<file path="src/rtl/pwm_fault_pkg.sv">
package pwm_fault_pkg;

  // strobes from control to datapath
  typedef struct packed {
    logic holdOff;
    logic latchDuty;
  } ctl_strobe_t;

  // observations from datapath to control
  typedef struct packed {
    logic faultLvl;
    logic faultRise;
    logic syncRise;
  } dp_status_t;

endpackage

</file>
<file path="src/rtl/pwm_fault_dp.sv">
module pwm_fault_dp
  import pwm_fault_pkg::*;
#(
  parameter int NUM_OUT = 6,
  parameter int SYNC_STAGES = 2,
  parameter logic [NUM_OUT-1:0] OFF_LEVEL = '0
) (
  input  logic               clk,
  input  logic               rstN,
  input  logic               tripPinN,
  input  logic               senseTripN,
  input  logic [NUM_OUT-1:0] pwmIn,
  input  logic               syncIn,
  input  logic               syncIrqIn,
  input  ctl_strobe_t        ctlStrb,
  output logic [NUM_OUT-1:0] pwmOut,
  output logic               syncOut,
  output logic               syncIrqOut,
  output logic               dutyLatch,
  output logic               pinLevel,
  output dp_status_t         dpStat
);

  localparam int NUM_SRC = 2;

  logic [NUM_SRC-1:0] rawN;
  logic [NUM_SRC-1:0] syncedN;
  logic               hwRaw;
  logic               blockAll;
  logic               faultPrev;
  logic               syncPrev;
  logic               faultLvl;

  assign rawN = {senseTripN, tripPinN};

  // one synchroniser chain per fault source, reset to the idle (high) level
  for (genvar s = 0; s < NUM_SRC; s++) begin : g_sync
    logic [SYNC_STAGES-1:0] chain;
    always_ff @(posedge clk or negedge rstN) begin
      if (!rstN) chain <= '1;
      else       chain <= {chain[SYNC_STAGES-2:0], rawN[s]};
    end
    assign syncedN[s] = chain[SYNC_STAGES-1];
  end

  assign faultLvl = ~&syncedN;
  assign pinLevel = syncedN[0];

  always_ff @(posedge clk or negedge rstN) begin
    if (!rstN) begin
      faultPrev <= 1'b0;
      syncPrev  <= 1'b0;
    end else begin
      faultPrev <= faultLvl;
      syncPrev  <= syncIn;
    end
  end

  assign dpStat.faultLvl  = faultLvl;
  assign dpStat.faultRise = faultLvl & ~faultPrev;
  assign dpStat.syncRise  = syncIn & ~syncPrev;

  // clockless gating path
  assign hwRaw    = ~tripPinN | ~senseTripN;
  assign blockAll = hwRaw | ctlStrb.holdOff;

  for (genvar i = 0; i < NUM_OUT; i++) begin : g_gate
    assign pwmOut[i] = blockAll ? OFF_LEVEL[i] : pwmIn[i];
  end

  assign syncOut    = syncIn & ~blockAll;
  assign syncIrqOut = syncIrqIn & ~blockAll;
  assign dutyLatch  = ctlStrb.latchDuty;

endmodule

</file>
<file path="src/rtl/pwm_fault_ctl.sv">
module pwm_fault_ctl
  import pwm_fault_pkg::*;
#(
  parameter int NUM_PHASES = 3
) (
  input  logic                  clk,
  input  logic                  rstN,
  input  dp_status_t            dpStat,
  input  logic                  swTripWr,
  input  logic                  swTripRd,
  input  logic                  periodWr,
  input  logic [NUM_PHASES-1:0] dutyWr,
  output ctl_strobe_t           ctlStrb,
  output logic                  tripIrq,
  output logic                  swTripFlag,
  output logic                  shutdownActive
);

  localparam int NUM_REGS = NUM_PHASES + 1;

  logic                shutdown;
  logic                swFlag;
  logic                irqReg;
  logic [NUM_REGS-1:0] writtenMask;
  logic [NUM_REGS-1:0] regWr;
  logic                newEvent;
  logic                armed;
  logic                release_;

  assign regWr     = {dutyWr, periodWr};
  assign newEvent  = ~shutdown & (dpStat.faultRise | swTripWr);
  assign armed     = &writtenMask;
  assign release_  = shutdown & armed & ~dpStat.faultLvl & dpStat.syncRise;

  always_ff @(posedge clk or negedge rstN) begin
    if (!rstN) begin
      shutdown    <= 1'b0;
      swFlag      <= 1'b0;
      irqReg      <= 1'b0;
      writtenMask <= '0;
    end else begin
      irqReg <= newEvent;
      if (newEvent) begin
        shutdown    <= 1'b1;
        swFlag      <= ~dpStat.faultRise;
        writtenMask <= '0;
      end else begin
        if (release_) shutdown <= 1'b0;
        if (swTripRd) swFlag   <= 1'b0;
        if (shutdown && dpStat.faultLvl) writtenMask <= '0;
        else if (shutdown)               writtenMask <= writtenMask | regWr;
      end
    end
  end

  assign ctlStrb.holdOff   = shutdown;
  assign ctlStrb.latchDuty = dpStat.syncRise & (~shutdown | release_);
  assign tripIrq           = irqReg;
  assign swTripFlag        = swFlag;
  assign shutdownActive    = shutdown;

endmodule

</file>
<file path="src/rtl/pwm_fault_guard.sv">
module pwm_fault_guard
  import pwm_fault_pkg::*;
#(
  parameter int NUM_PHASES = 3,
  parameter int SYNC_STAGES = 2,
  parameter logic [2*NUM_PHASES-1:0] OFF_LEVEL = '0
) (
  input  logic                    clk,
  input  logic                    rstN,
  input  logic                    tripPinN,
  input  logic                    senseTripN,
  input  logic [2*NUM_PHASES-1:0] pwmIn,
  input  logic                    syncIn,
  input  logic                    syncIrqIn,
  input  logic                    swTripWr,
  input  logic                    swTripRd,
  input  logic                    periodWr,
  input  logic [NUM_PHASES-1:0]   dutyWr,
  output logic [2*NUM_PHASES-1:0] pwmOut,
  output logic                    syncOut,
  output logic                    syncIrqOut,
  output logic                    dutyLatch,
  output logic                    tripIrq,
  output logic                    swTripFlag,
  output logic                    pinLevel,
  output logic                    shutdownActive
);

  localparam int NUM_OUT = 2 * NUM_PHASES;

  ctl_strobe_t ctlStrb;
  dp_status_t  dpStat;

  pwm_fault_dp #(
    .NUM_OUT(NUM_OUT),
    .SYNC_STAGES(SYNC_STAGES),
    .OFF_LEVEL(OFF_LEVEL)
  ) u_dp (
    .clk(clk), .rstN(rstN),
    .tripPinN(tripPinN), .senseTripN(senseTripN),
    .pwmIn(pwmIn), .syncIn(syncIn), .syncIrqIn(syncIrqIn),
    .ctlStrb(ctlStrb),
    .pwmOut(pwmOut), .syncOut(syncOut), .syncIrqOut(syncIrqOut),
    .dutyLatch(dutyLatch), .pinLevel(pinLevel), .dpStat(dpStat)
  );

  pwm_fault_ctl #(
    .NUM_PHASES(NUM_PHASES)
  ) u_ctl (
    .clk(clk), .rstN(rstN), .dpStat(dpStat),
    .swTripWr(swTripWr), .swTripRd(swTripRd),
    .periodWr(periodWr), .dutyWr(dutyWr),
    .ctlStrb(ctlStrb), .tripIrq(tripIrq),
    .swTripFlag(swTripFlag), .shutdownActive(shutdownActive)
  );

endmodule

</file>
<file path="config.mk">
export PLATFORM = sky130hd
export DESIGN_NAME = pwm_fault_guard
export DESIGN_NICKNAME = d
export VERILOG_FILES = /design/src/rtl/pwm_fault_pkg.sv /design/src/rtl/pwm_fault_dp.sv /design/src/rtl/pwm_fault_ctl.sv /design/src/rtl/pwm_fault_guard.sv
export SDC_FILE = /design/constraint.sdc
export NUM_CORES = 1
export LEC_CHECK = 0
export CELL_PAD_IN_SITES_DETAIL_PLACEMENT = 1
export CELL_PAD_IN_SITES_GLOBAL_PLACEMENT = 1
export CORE_MARGIN = 4
export CORE_UTILIZATION = 30
export CTS_CLUSTER_SIZE = 25
export DETAILED_ROUTE_END_ITERATION = 10
export PLACE_DENSITY = 0.91
export SLEW_MARGIN = 20
export SYNTH_ARGS = -nofsm -noshare
export SYNTH_HDL_FRONTEND = slang
export SYNTH_SLANG_ARGS = --single-unit
</file>
<file path="constraint.sdc">
create_clock -name clk -period 2.1 [get_ports clk]
set_input_delay 0.21 -clock clk [delete_from_list [all_inputs] [get_ports clk]]
set_output_delay 0.21 -clock clk [all_outputs]
set_load 0.01 [all_outputs]
</file>
==> impl_summary.md, run 1 <==
Synthesis
The number of distinct library cell variants in the gate-level netlist after synthesis is 21. The share of synthesized area occupied by flip-flops and latches is 0.547. In this run, synthesis produced a sequential element count of 13. Each instance of the synthesized netlist takes up on average 11.4 um2. The number of cells produced by synthesis is 53. The number of warnings printed during yosys synthesis is 0. Summing every instance area after synthesis gives 604 um2.

Synthesis produced a netlist with a net count of 71.

Worst setup path
The depth of the worst register-to-register path is 4. The setup path with the least slack is of type reg -> out. The endpoint arrival time on the critical path is 1810 ps. The required time of the critical path is 1890 ps.

The category of the worst setup path capture point is an output port. The startpoint class of the critical path is a register. The largest fanout on the critical path is 6.

Cells and area
The number of filler cells placed in the layout is 220. The number of antenna diodes in the final layout is 0. The combined flip-flop and latch cell area is 330 um2. Summing all multi-input logic gate instances after layout gives 248 um2.

In the final layout, the share of cells above drive strength 1 is 0.207. Leaving out filler cells and counting taps, the final layout contains 112. The total non-filler cell area in the finished layout is 958 um2. The area growth from synthesis to layout is 58.6%. At the end of the flow, the number of nets in the layout was 106.

Placement
The final RePlAce weighted congestion is 0.779. The HPWL after detailed placement is 1.35 mm. The count of buffers added on input and output ports is 30.

The total cell area at the placement stage is 932 um2. After detailed placement, the design holds a cell count of 108. The worst slack at placement is 285 ps.

Timing
The final clock skew is 5.11 ps. In this run the tightest slew margin relative to its limit is 0.611. Setup violations remaining at the end of the flow were counted as 0. Setup repair after global routing left no endpoint under its margin. The share of the clock period used by the worst path is 0.963. The final-report max-slew violation count is 0. The fmax is 495 MHz.

Across all setup checks in the final design, the least slack found is 78.5 ps. The time the worst path needs with I/O delays and setup is 2020 ps. The slew at the pin with the worst max-slew slack is 582 ps. The number of hold violations in the final report is 0.

For the final routed database, the setup TNS stands at 0 ps.

Floorplan
During I/O placement, the number of pins put on the boundary was 31. The die is 52.9 um tall. The standard-cell row count is 15. For this configuration, the core starts out at a cell density of 0.332. The die is 52.9 um wide. The core region area is 1820 um2.

The die covers 2800 um2.

Clocking
TritonCTS built the clock tree. The total CTS buffers is 3. In this run the number of H-tree levels came out at 1. The buffer count from post-CTS setup fixing is 0. The worst-case clock buffer depth is 2. The clock tree root buffer cell is sky130_fd_sc_hd__clkbuf_4. Buffers inserted to repair hold after CTS numbered 0. Post-CTS repair changed the size of 0 cells.

The number of sinks handled by clock tree synthesis is 13. Clock-pin slew was measured on the worst setup and hold paths at 80 ps. The clock reaches the later pin of the worst-skew pair after 270 ps.

Run
The number of max-cap violations is 0.

Global route
The met1 usage in global routing is 0.173. The peak-usage layer in the global routing report is met2. The via count of the first global-routing pass is 645.

The initial antenna violation count is 0. The met2 usage is 0.229. For this run, global-route usage on met3 was measured as 0.0507. The first global-routing pass estimated 2.90 mm of wire.

The pin count of the biggest net entering global routing is 14. The overall fraction of global-route tracks in use is 0.148. Summed over all layers, the global routing overflow is 0.

Drt
Before antenna repair, the detailed router went through 2 iterations. The initial detailed-routing violation count is 9. The wire length per cell after detailed routing is 14.9 um. The detailed-route wire length is 1.67 mm. The count of nets left with antenna violations once routing finished came out at 0. The detailed router placed 541 vias in this run. The per-cell via count in the routed design is 4.83. The remaining design rule violation count is 0.

Worst hold path
The class of the worst hold path is in -> async.

Power
The peak supply drop is 0.396 mV. Dividing total power by cell area gives a power density of 503 nW/um2. For this design the static power due to leakage is 0.000402 uW.

Run status
The run finished with clean final reports.
==> cells in the final DEF, fill, tap and decap left out <==
cell and count:
sky130_fd_sc_hd__clkdlybuf4s50_1 30, sky130_fd_sc_hd__dfrtp_1 9, sky130_fd_sc_hd__and2_1 8, sky130_fd_sc_hd__o21ai_1 5
sky130_fd_sc_hd__dfstp_2 4, sky130_fd_sc_hd__inv_1 3, sky130_fd_sc_hd__o21ai_2 3, sky130_fd_sc_hd__a32o_2 3
sky130_fd_sc_hd__clkbuf_4 3, sky130_fd_sc_hd__a21oi_1 2, sky130_fd_sc_hd__nor2_1 2, sky130_fd_sc_hd__nand2b_1 2
sky130_fd_sc_hd__a22oi_1 2, sky130_fd_sc_hd__nand2_2 1, sky130_fd_sc_hd__nand4_1 1, sky130_fd_sc_hd__and3b_1 1
sky130_fd_sc_hd__inv_2 1, sky130_fd_sc_hd__and3_4 1, sky130_fd_sc_hd__nor3b_4 1, sky130_fd_sc_hd__nand3b_1 1
sky130_fd_sc_hd__nor3_1 1, sky130_fd_sc_hd__nand2_1 1, sky130_fd_sc_hd__clkbuf_1 1, sky130_fd_sc_hd__buf_4 1
==> state kept, by name (all words and copies together), names as in the netlist <==
name,count
u_ctl.writtenMask,4
u_dp.g_sync.chain,4
u_ctl.shutdownActive,1
u_ctl.swTripFlag,1
u_ctl.tripIrq,1
u_dp.faultPrev,1
u_dp.syncPrev,1
==> cell families after synthesis <==
group	share of synthesized area
simple gates	0.228
compound gates	0.182
flops	0.547
buf+inv	0.0435
==> through the flow <==
stage,hold slack (ps),total power (uW),util
final,307,482,0.526
after global routing,334,510,0.526
after CTS,320,492,0.526
after detailed placement,350,338,0.512
after global placement,346,335,0.512
after floorplan,-85.6,291,-
==> worst paths after layout <==
path	from	end	slack (ps)
max	u_dp.g_sync[0].chain[1]$_DFF_PN1_	dutyLatch	80
min	rstN	u_dp.faultPrev$_DFF_PN0_	310
max reg2reg	u_ctl.shutdownActive$_DFFE_PN0P_	u_ctl.writtenMask[0]$_DFFE_PN0P_	950
min reg2reg	u_dp.g_sync[1].chain[0]$_DFF_PN1_	u_dp.g_sync[1].chain[1]$_DFF_PN1_	360
max in group asynchronous	rstN	u_ctl.writtenMask[0]$_DFFE_PN0P_	1410
min in group clk	u_dp.g_sync[1].chain[0]$_DFF_PN1_	u_dp.g_sync[1].chain[1]$_DFF_PN1_	360
==> report_power, final <==
group          total, uW  switching [uW]  internal [uW]
clock network        150            76.3           73.5
registers            272            9.17            263
logic               59.9            20.2           39.7
==> layout make-up <==
| type | instances | share of cell area |
|---|---|---|
| Clock buffer | 4 | 0.0274 |
| Multi-Input combinational cell | 35 | 0.258 |
| Inverter | 4 | 0.0157 |
| Sequential cell | 13 | 0.345 |
| Tap cell | 25 | 0.0326 |
| Timing Repair Buffer | 31 | 0.321 |
==> critical path, cell delays in order (launching register included) <==
cell	delay, ps
sky130_fd_sc_hd__dfstp_2	590
sky130_fd_sc_hd__nand2_2	90
sky130_fd_sc_hd__o21ai_1	130
sky130_fd_sc_hd__and3b_1	190
sky130_fd_sc_hd__clkdlybuf4s50_1	540
==> Yosys cell counts <==
library cell,number,area (um2)
sky130_fd_sc_hd__and3b_1,1,8.76
sky130_fd_sc_hd__o21ai_1,5,25.0
sky130_fd_sc_hd__nor3b_4,1,18.8
sky130_fd_sc_hd__nand3b_1,1,7.51
sky130_fd_sc_hd__dfstp_2,4,105
sky130_fd_sc_hd__a22oi_1,2,15.0
sky130_fd_sc_hd__nand2_1,1,3.75
sky130_fd_sc_hd__nand2_2,1,6.26
sky130_fd_sc_hd__o21ai_2,3,26.3
sky130_fd_sc_hd__inv_1,3,11.3
sky130_fd_sc_hd__nor3_1,1,5.00
sky130_fd_sc_hd__nor2_1,2,7.51
sky130_fd_sc_hd__nand2b_1,2,12.5
sky130_fd_sc_hd__a21oi_1,2,10.0
sky130_fd_sc_hd__nand4_1,1,6.26
sky130_fd_sc_hd__inv_2,1,3.75
sky130_fd_sc_hd__buf_6,1,11.3
sky130_fd_sc_hd__and2_1,8,50.1
sky130_fd_sc_hd__a32o_2,3,33.8
sky130_fd_sc_hd__dfrtp_1,9,225
sky130_fd_sc_hd__and3_4,1,11.3
==> routing by layer <==
layer	wire length (um)	vias to the layer above	share of wire
li1	-	253	-
met1	678	256	0.41
met2	788	28	0.47
met3	164	4	0.098
met4	40	0	0.024
met5	0	-	0
Power figures use the tool's default switching activity.
==> inputs of run 2 (changes only) <==
SKIP_LAST_GASP = 1   (was not set)
==> results of run 2 <==
No change in the layout: final DEF, timing and power equal those of run 1.
==> inputs of run 3 (changes only) <==
RECOVER_POWER = 25   (was not set)
==> run 3 against run 2 <==
Net effect: critical path depth unchanged; clock-buffer cell count unchanged; clock skew unchanged; clock power about the same.
==> impl_summary.md, run 3 (synthesis results as in run 1) <==
Run status
The run finished with clean final reports.

Timing
For the pin with the worst max-slew slack, the measured transition is 583 ps. Clock skew on the completed layout was measured at 5.11 ps. For the finished layout, the period the worst path requires is 2020 ps. Dividing the final minimum period by the clock period gives 0.963.

Setup repair after global routing left no endpoint under its margin. The headroom to the max-slew limit is 0.610. The fmax is 495 MHz. The final setup violation count is 0. The final-report max-slew violation count is 0.

The worst hold slack is 357 ps. The sum of negative setup slack is 0 ps. The number of hold violations in the final report is 0.

Clocking
For this design, the CTS-stage hold fixing added 0 buffers. The worst-case clock buffer depth is 2. The buffer count from post-CTS setup fixing is 0. In this run the number of H-tree levels came out at 1. The clock-pin slew of the registers on the worst-case setup and hold paths is 70 ps. TritonCTS built the clock tree. The total CTS buffers is 3. The root buffer cell chosen for the clock tree is sky130_fd_sc_hd__clkbuf_4.

The number of sinks handled by clock tree synthesis is 13. Clock latency on the worst-skew pair, taken at its later pin, is 270 ps. Once the clock tree was built, the resizer swapped 0 gates to a different size.

Worst setup path
In this run the register-to-register setup slack is 950 ps. Data on the critical path is required at its endpoint by 1890 ps. The critical path is of the reg -> out type. The reg-to-reg startpoint is u_ctl.shutdownActive$_DFFE_PN0P_. The depth of the worst register-to-register path is 4. STA classifies the critical path endpoint as an output port.

The worst register-to-register path ends at u_ctl.writtenMask[0]$_DFFE_PN0P_. In this run the worst path has a maximum fanout of 6. STA classifies the critical path startpoint as a register. The endpoint arrival time on the critical path is 1810 ps.

Worst hold path
In this run the most critical hold path is launched from u_dp.g_sync[1].chain[0]$_DFF_PN1_. The tightest min-delay check is of the reg -> reg type. The worst hold path terminates at u_dp.g_sync[1].chain[1]$_DFF_PN1_. Counting instances, the worst hold path has a depth of 0.

Power
The leakage power of the design is 0.000403 uW. The total power per unit cell area is 501 nW/um2. The worst-case IR drop observed on VDD is 0.394 mV.

Drt
The first-pass iteration count of the detailed router is 2. Using the TritonRoute via totals, the vias-per-cell ratio works out to 4.85. Dividing the detail-routed wire length by the instance count gives 14.9 um. The number of routed nets with antenna violations is 0. Detailed routing inserted a total of 543 vias.

The initial detailed-routing violation count is 9. The detailed-route wire length is 1.67 mm. For this run, design rule violations remaining after detail routing come to 0.

Floorplan
The width of the die is 52.9 um. After floorplanning, the core was sized to cover 1820 um2. The floorplan step set the die height to 52.9 um. The number of placed I/O pins is 31. For this configuration, the core starts out at a cell density of 0.332.

The overall die area is 2800 um2. The initialized floorplan defines 15 standard-cell rows.

Global route
The first global-routing pass estimated 2.90 mm of wire. Entering global routing, the biggest net connects 14 pins. Summed over all layers, the global routing overflow is 0. The overall fraction of global-route tracks in use is 0.148.

The via count of the first global-routing pass is 645. The initial antenna violation count is 0.

Placement
Routability-driven placement finished with a final weighted congestion of 0.779. The post-detailed-placement half-perimeter wirelength is 1.35 mm. The count of buffers added on input and output ports is 30.

Cells and area
The library cells used most frequently in the layout, excluding fill and tap cells, are 26 x sky130_fd_sc_hd__clkdlybuf4s50_1, 9 x sky130_fd_sc_hd__dfrtp_1, 8 x sky130_fd_sc_hd__and2_1. The fraction of layout cells with a size suffix above 1 is 0.207. The area growth from synthesis to layout is 58.6%. The number of filler cells placed in the layout is 220. The largest registers in the layout are u_ctl.writtenMask (4), u_dp.g_sync.chain (4). The final net count is 106.

The number of antenna cells inserted is 0. The library cell used most frequently in the layout, excluding fill and tap cells, is sky130_fd_sc_hd__clkdlybuf4s50_1.

Run
The tool flagged a number of max-cap violations equal to 0.
## run 3: cell count changes in the layout (fill, tap and decap cells not counted), sizes merged
cell	previous run	this run
clkdlybuf4s50	30	26
dlygate4sd3	0	4
## run 3: how the worst max path moves through the flow
stage | start | endpoint
final | u_dp.g_sync[0].chain[1]$_DFF_PN1_ | dutyLatch
after detailed placement | senseTripN | syncOut
after floorplan | u_dp.g_sync[0].chain[1]$_DFF_PN1_ | dutyLatch
after global routing | u_dp.g_sync[0].chain[1]$_DFF_PN1_ | dutyLatch
after global placement | senseTripN | pwmOut[5]
after CTS | u_dp.g_sync[0].chain[1]$_DFF_PN1_ | dutyLatch
## run 3: through the flow
stage	worst slack, ps	utilization	power, uW	instances	area, um2
after global placement	312	0.512	335	108	932
after detailed placement	285	0.512	338	108	932
final	78.7	0.526	480	112	958
after global routing	1.69	0.526	508	112	958
after floorplan	919	-	291	53	604
after CTS	62.3	0.526	492	112	958
## run 3: cell type report
type | count | area (um2) | area share
inverter | 4 | 15.0 | 0.0157
clock buffer | 4 | 26.3 | 0.0274
sequential | 13 | 330 | 0.345
multi-input combinational | 35 | 248 | 0.258
tap | 25 | 31.3 | 0.0326
timing repair buffer | 31 | 308 | 0.321
## run 3: report_power, final
part | switching, uW | total [uW] | internal (uW) | leakage, uW
Combinational | 20.1 | 58.3 | 38.2 | 0.000234
Clock | 76.3 | 150 | 73.5 | 0.0000150
Sequential | 9.13 | 272 | 263 | 0.000154
## run 3: metal layers
| metal | share of wire | vias up | GRT usage |
|---|---|---|---|
| li1 | - | 254 | - |
| met1 | 0.41 | 257 | 0.173 |
| met2 | 0.47 | 28 | 0.229 |
| met3 | 0.096 | 4 | 0.0507 |
| met4 | 0.024 | 0 | 0.0894 |
| met5 | 0 | - | 0 |
## run 3: worst max-delay path: stages (launching register included)
cell and delay (ps):
sky130_fd_sc_hd__dfstp_2 590, sky130_fd_sc_hd__nand2_2 90, sky130_fd_sc_hd__o21ai_1 130, sky130_fd_sc_hd__and3b_1 190, sky130_fd_sc_hd__clkdlybuf4s50_1 540
